--- src/rtl/fpick_pkg.sv ---
package fpick_pkg;

  localparam int FS_W = 3;

  typedef enum logic [FS_W-1:0] {
    FS_RUN      = 3'd0,
    FS_IDLE     = 3'd1,
    FS_FILLED   = 3'd2,
    FS_SQUASH   = 3'd3,
    FS_BLOCKED  = 3'd4,
    FS_MEMWAIT  = 3'd5,
    FS_RESEND   = 3'd6,
    FS_TRAP     = 3'd7
  } fetch_state_e;

  function automatic logic state_fetchable(input logic [FS_W-1:0] st);
    return (st == FS_RUN) || (st == FS_IDLE) || (st == FS_FILLED);
  endfunction

endpackage

--- src/rtl/fpick_elig.sv ---
module fpick_elig
  import fpick_pkg::*;
#(
  parameter int N = 4
) (
  input  logic [N*FS_W-1:0] status_flat,
  input  logic [N-1:0]      active,
  output logic [N-1:0]      elig
);

  for (genvar g = 0; g < N; g++) begin : g_thr
    assign elig[g] = active[g] & state_fetchable(status_flat[g*FS_W +: FS_W]);
  end

endmodule

--- src/rtl/fpick_order.sv ---
module fpick_order #(
  parameter int N  = 4,
  parameter int TW = 2
) (
  input  logic          clk,
  input  logic          rst_n,
  input  logic          upd_en,
  input  logic [TW-1:0] upd_pos,
  output logic [N*TW-1:0] list_flat
);

  logic [TW-1:0] ord_q [N];
  logic [TW-1:0] ord_d [N];

  always_comb begin
    for (int i = 0; i < N; i++) begin
      if (i < int'(upd_pos))   ord_d[i] = ord_q[i];
      else if (i < N - 1)      ord_d[i] = ord_q[i+1];
      else                     ord_d[i] = ord_q[upd_pos];
    end
  end

  always_ff @(posedge clk or negedge rst_n) begin
    if (!rst_n) begin
      for (int i = 0; i < N; i++) ord_q[i] <= TW'(i);
    end else if (upd_en) begin
      for (int i = 0; i < N; i++) ord_q[i] <= ord_d[i];
    end
  end

  for (genvar g = 0; g < N; g++) begin : g_out
    assign list_flat[g*TW +: TW] = ord_q[g];
  end

  logic perm_ok;
  always_comb begin
    int cnt;
    perm_ok = 1'b1;
    for (int v = 0; v < N; v++) begin
      cnt = 0;
      for (int i = 0; i < N; i++)
        if (ord_q[i] == TW'(v)) cnt++;
      if (cnt != 1) perm_ok = 1'b0;
    end
  end


  order_is_perm_chk: assert property (@(posedge clk) disable iff (!rst_n) perm_ok);

endmodule

--- src/rtl/fpick_scan.sv ---
module fpick_scan #(
  parameter int N  = 4,
  parameter int TW = 2
) (
  input  logic [N*TW-1:0] list_flat,
  input  logic [N-1:0]    elig,
  output logic            hit,
  output logic [TW-1:0]   hit_pos,
  output logic [TW-1:0]   hit_tid
);

  always_comb begin
    logic [TW-1:0] ent;
    hit     = 1'b0;
    hit_pos = '0;
    hit_tid = '0;
    for (int i = N - 1; i >= 0; i--) begin
      ent = list_flat[i*TW +: TW];
      if (elig[ent]) begin
        hit     = 1'b1;
        hit_pos = TW'(i);
        hit_tid = ent;
      end
    end
  end

endmodule

--- src/rtl/fetch_thread_picker.sv ---
module fetch_thread_picker
  import fpick_pkg::*;
#(
  parameter int NUM_THREADS = 4,
  parameter bit ROUND_ROBIN = 1'b1,
  localparam int TID_W = (NUM_THREADS > 1) ? $clog2(NUM_THREADS) : 1
) (
  input  logic                         clk,
  input  logic                         rst_n,
  input  logic [NUM_THREADS*FS_W-1:0]  thread_status,
  input  logic [NUM_THREADS-1:0]       thread_active,
  input  logic                         fetch_take,
  output logic                         grant_valid,
  output logic [TID_W-1:0]             grant_tid
);


  initial begin : cfg_chk
    single_cfg_chk: assert (ROUND_ROBIN || NUM_THREADS == 1)
      else $error("single-thread policy needs NUM_THREADS == 1");
  end

  logic [NUM_THREADS-1:0] elig;

  fpick_elig #(.N(NUM_THREADS)) u_elig (
    .status_flat (thread_status),
    .active      (thread_active),
    .elig        (elig)
  );

  if (ROUND_ROBIN) begin : g_rr
    logic [NUM_THREADS*TID_W-1:0] list_flat;
    logic [TID_W-1:0]             pos;
    logic                         upd_en;

    assign upd_en = fetch_take & grant_valid;

    fpick_order #(.N(NUM_THREADS), .TW(TID_W)) u_order (
      .clk       (clk),
      .rst_n     (rst_n),
      .upd_en    (upd_en),
      .upd_pos   (pos),
      .list_flat (list_flat)
    );

    fpick_scan #(.N(NUM_THREADS), .TW(TID_W)) u_scan (
      .list_flat (list_flat),
      .elig      (elig),
      .hit       (grant_valid),
      .hit_pos   (pos),
      .hit_tid   (grant_tid)
    );


    grant_is_elig_chk: assert property (@(posedge clk) disable iff (!rst_n)
      grant_valid |-> elig[grant_tid]);

    idle_no_grant_chk: assert property (@(posedge clk) disable iff (!rst_n)
      (elig == '0) |-> (!grant_valid && grant_tid == '0));

    tail_takes_grant_chk: assert property (@(posedge clk) disable iff (!rst_n)
      upd_en |=> (list_flat[(NUM_THREADS-1)*TID_W +: TID_W] == $past(grant_tid)));

    list_hold_chk: assert property (@(posedge clk) disable iff (!rst_n)
      !fetch_take |=> $stable(list_flat));

    take_noop_chk: assert property (@(posedge clk) disable iff (!rst_n)
      (fetch_take && !grant_valid) |=> $stable(list_flat));
  end else begin : g_single
    assign grant_valid = elig[0];
    assign grant_tid   = '0;


    single_tid_chk: assert property (@(posedge clk) disable iff (!rst_n)
      grant_tid == '0 && (grant_valid == elig[0]));
  end

endmodule

--- config.mk ---
export PLATFORM = sky130hd
export DESIGN_NAME = fetch_thread_picker
export DESIGN_NICKNAME = d
export VERILOG_FILES = /design/src/rtl/fpick_pkg.sv /design/src/rtl/fpick_elig.sv /design/src/rtl/fpick_order.sv /design/src/rtl/fpick_scan.sv /design/src/rtl/fetch_thread_picker.sv
export SDC_FILE = /design/constraint.sdc
export NUM_CORES = 1
export LEC_CHECK = 0
export ABC_AREA = 1
export CAP_MARGIN = 20
export CORE_MARGIN = 2
export CORE_UTILIZATION = 40
export DETAILED_ROUTE_END_ITERATION = 7
export PLACE_DENSITY_LB_ADDON = 0.2
export SYNTH_ARGS = -nofsm -noshare
export SYNTH_HDL_FRONTEND = slang
export SYNTH_SLANG_ARGS = --single-unit
export TNS_END_PERCENT = 50
--- constraint.sdc ---
create_clock -name clk -period 3.8 [get_ports clk]
set_clock_uncertainty 0.1 [all_clocks]
set_input_delay 0.76 -clock clk [delete_from_list [all_inputs] [get_ports clk]]
set_output_delay 0.76 -clock clk [all_outputs]
set_load 0.03 [all_outputs]
==> results.py <==
metrics = {
    "sta": {
        "finalHoldViolCount": 0,
        "tns_ns": 0,
        "tightest_slew_ns": 0.362,
        "rsz0062_at_grt": "no",
        "setup_viol": 0,
        "max_freq_mhz": 276,
        "slew_headroom_pct": 75.8,
        "finalCritPeriodShare_pct": 95.4,
        "holdWs_ns": 0.429,
        "finalMaxSlewViolations": 0,
        "finalCriticalPeriod_ns": 3.63,
    },
    "drt": {
        "drc": 0,
        "antenna_left": 0,
        "wire_per_inst_um": 12.0,
        "first_pass_iters": 2,
        "via_count": 783,
        "finalWirelength_um": 1890,
        "viasPerCell": 4.99,
        "drt_iter0_markers": 8,
    },
    "yosys": {
        "ys_types": 20,
        "syn_nets": 126,
        "syn_inst": 107,
        "ys_top_cells_by_area": "nand2_1, dfstp_2, dfrtp_1",
        "async_flop_share_pct": 100,
        "synth_commonest_cells": "nand2_1, inv_1, nand3_2",
        "synth-seq-cells": 8,
        "yosys_warnings": 0,
        "yosys_most_used_dff": "dfstp_2",
        "synth.avg_cell_area_um2": 6.88,
        "yosys.area.top_type_share_pct": 15.3,
        "netlist_area_um2": 736,
        "yosys.area.top_type": "nand2_1",
        "yosysSeqAreaShare_pct": 27.9,
        "synth_edf_count": 0,
        "synth.most_common_cell": "nand2_1",
    },
    "placement": {
        "port_buffers": 21,
        "hpwl_um": 1640,
        "globalplace.congestion": 0.857,
    },
    "cts": {
        "path_clk_slew_ns": 0.05,
        "holdBufCountCts": 0,
        "cts_buffer_depth": 2,
        "cts_tree": "yes",
        "cts-root-buf": "clkbuf_4",
        "cts_made_buffers": 3,
        "htree_levels": 1,
        "worst_skew_pair.late_latency_ns": 0.26,
        "cts_setup_buffers": 0,
        "ctsResizeCount": 0,
        "cts.sinks": 8,
    },
    "run_status": {
        "status": "complete, no violations",
    },
    "floorplanning": {
        "boundaryPins": 22,
        "rows": 15,
        "die_w_um": 46.9,
        "coreArea_um2": 1730,
        "chipHeight_um": 46.9,
        "initial_core_util_pct": 42.6,
        "dieArea_um2": 2200,
    },
    "critical_path": {
        "crit_path_start": "thread_active[0]",
        "critical_path.startpoint_type": "primary input",
        "cp-end-kind": "output port",
        "crit_type": "in2out",
        "cp_data_required_time_ns": 2.94,
        "endpoint": "grant_tid[0]",
        "arrival_ns": 2.77,
        "reg2reg_depth": 10,
        "r2r_slack_ns": 2.13,
        "cp_max_fo": 3,
        "r2r_start": "g_rr.u_order.list_flat[2]$_DFFE_PN1P_",
    },
    "finish": {
        "antenna_cells": 0,
        "drive_above_1_share_pct": 22.7,
        "layout.area.seq_um2": 205,
        "fillers": 184,
        "multiInputGateArea_um2": 467,
        "fin_nets": 152,
        "areaGrowthSynthToFinish_pct": 36.4,
    },
    "global_route": {
        "grt_pass1_wl_um": 3110,
        "grt_pass1_vias": 744,
        "grt_max_degree": 9,
        "grtUsageTotal_pct": 20.0,
        "grt.overflow.total": 0,
        "antenna_found_initial": 0,
    },
    "power_and_ir_drop": {
        "leakage_nw": 0.474,
        "powerDensity_nw_per_um2": 859,
        "vdd_drop_max_v": 0.000418,
    },
    "worst_hold_path": {
        "hold_path_class": "reg2reg",
    },
    "flow_run": {
        "drv_cap": 0,
    },
}
==> through the flow <==
step | setup slack (ns) | cells | utilization (%) | cell area (µm²) | total power (W)
global placement | 0.204 | 153 | 56.6 | 977 | 0.000778
finish | 0.175 | 157 | 58.1 | 1000 | 0.000862
global route | 0.0441 | 157 | 58.1 | 1000 | 0.000941
detailed placement | 0.175 | 153 | 56.6 | 977 | 0.000792
CTS | 0.174 | 157 | 58.1 | 1000 | 0.000866
floorplan | 1.03 | 107 | - | 736 | 0.000623
==> worst min path at each step <==
| stage | start | endpoint | depth (start not counted) |
|---|---|---|---|
| after CTS | register | register | 2 |
| after global routing | register | register | 2 |
| after detailed placement | g_rr.u_order.list_flat[1]$_DFFE_PN0P_ | g_rr.u_order.list_flat[1]$_DFFE_PN0P_ | 2 |
| final | register | register | 2 |
| after floorplan | rst_n | g_rr.u_order.list_flat[0]$_DFFE_PN0P_ | 0 |
| after global placement | g_rr.u_order.list_flat[1]$_DFFE_PN0P_ | g_rr.u_order.list_flat[1]$_DFFE_PN0P_ | 2 |
==> power by group <==
group	internal, W	switching (W)
Combinational	0.000223	0.000380
Sequential	0.000143	0.0000468
Clock	0.0000402	0.0000293
==> metal layers <==
| metal | global-route usage [%] | wire length [µm] | vias to the layer above | part of all wire [%] |
|---|---|---|---|---|
| met5 | 0 | 0 | - | 0 |
| met4 | 7.22 | 8 | 0 | 0.42 |
| li1 | - | - | 402 | - |
| met2 | 34.8 | 969 | 10 | 51 |
| met3 | 3.46 | 51 | 2 | 2.7 |
| met1 | 24.6 | 861 | 369 | 46 |
==> layout by cell type, fill, tap and decap left out, types with 4 or more instances in the layout <==
cell             count
a21oi_1              4
clkdlybuf4s50_1     21
dfrtp_1              4
dfstp_2              4
inv_1               13
inv_2                4
nand2_1             30
nand3_1              8
nand3_2             10
nand4_1              4
nor2_1               5
o21ai_0              6
==> cell type report <==
| type | instances | share of cell area, % |
|---|---|---|
| repair buffers | 21 | 20.9 |
| flip-flops and latches | 8 | 20.4 |
| inverters | 17 | 6.36 |
| multi-input cells | 82 | 46.5 |
| well taps | 25 | 3.12 |
| clock buffers | 4 | 2.62 |
==> worst max-delay path: stages <==
cell,delay [ns]
clkdlybuf4s50_1,0.49
nand3_2,0.11
nand2_1,0.09
nand3_2,0.10
nand2_2,0.12
inv_1,0.07
o21ai_0,0.15
o22ai_1,0.09
o21ai_1,0.11
clkdlybuf4s50_1,0.67
==> logic make-up after synthesis <==
| logic type | after synthesis | share of synthesized area [%] |
|---|---|---|
| buf+inv | 17 | 8.67 |
| simple gates | 66 | 50.5 |
| compound gates | 16 | 12.9 |
| flops | 8 | 27.9 |
(Power assumes the default switching activity.)
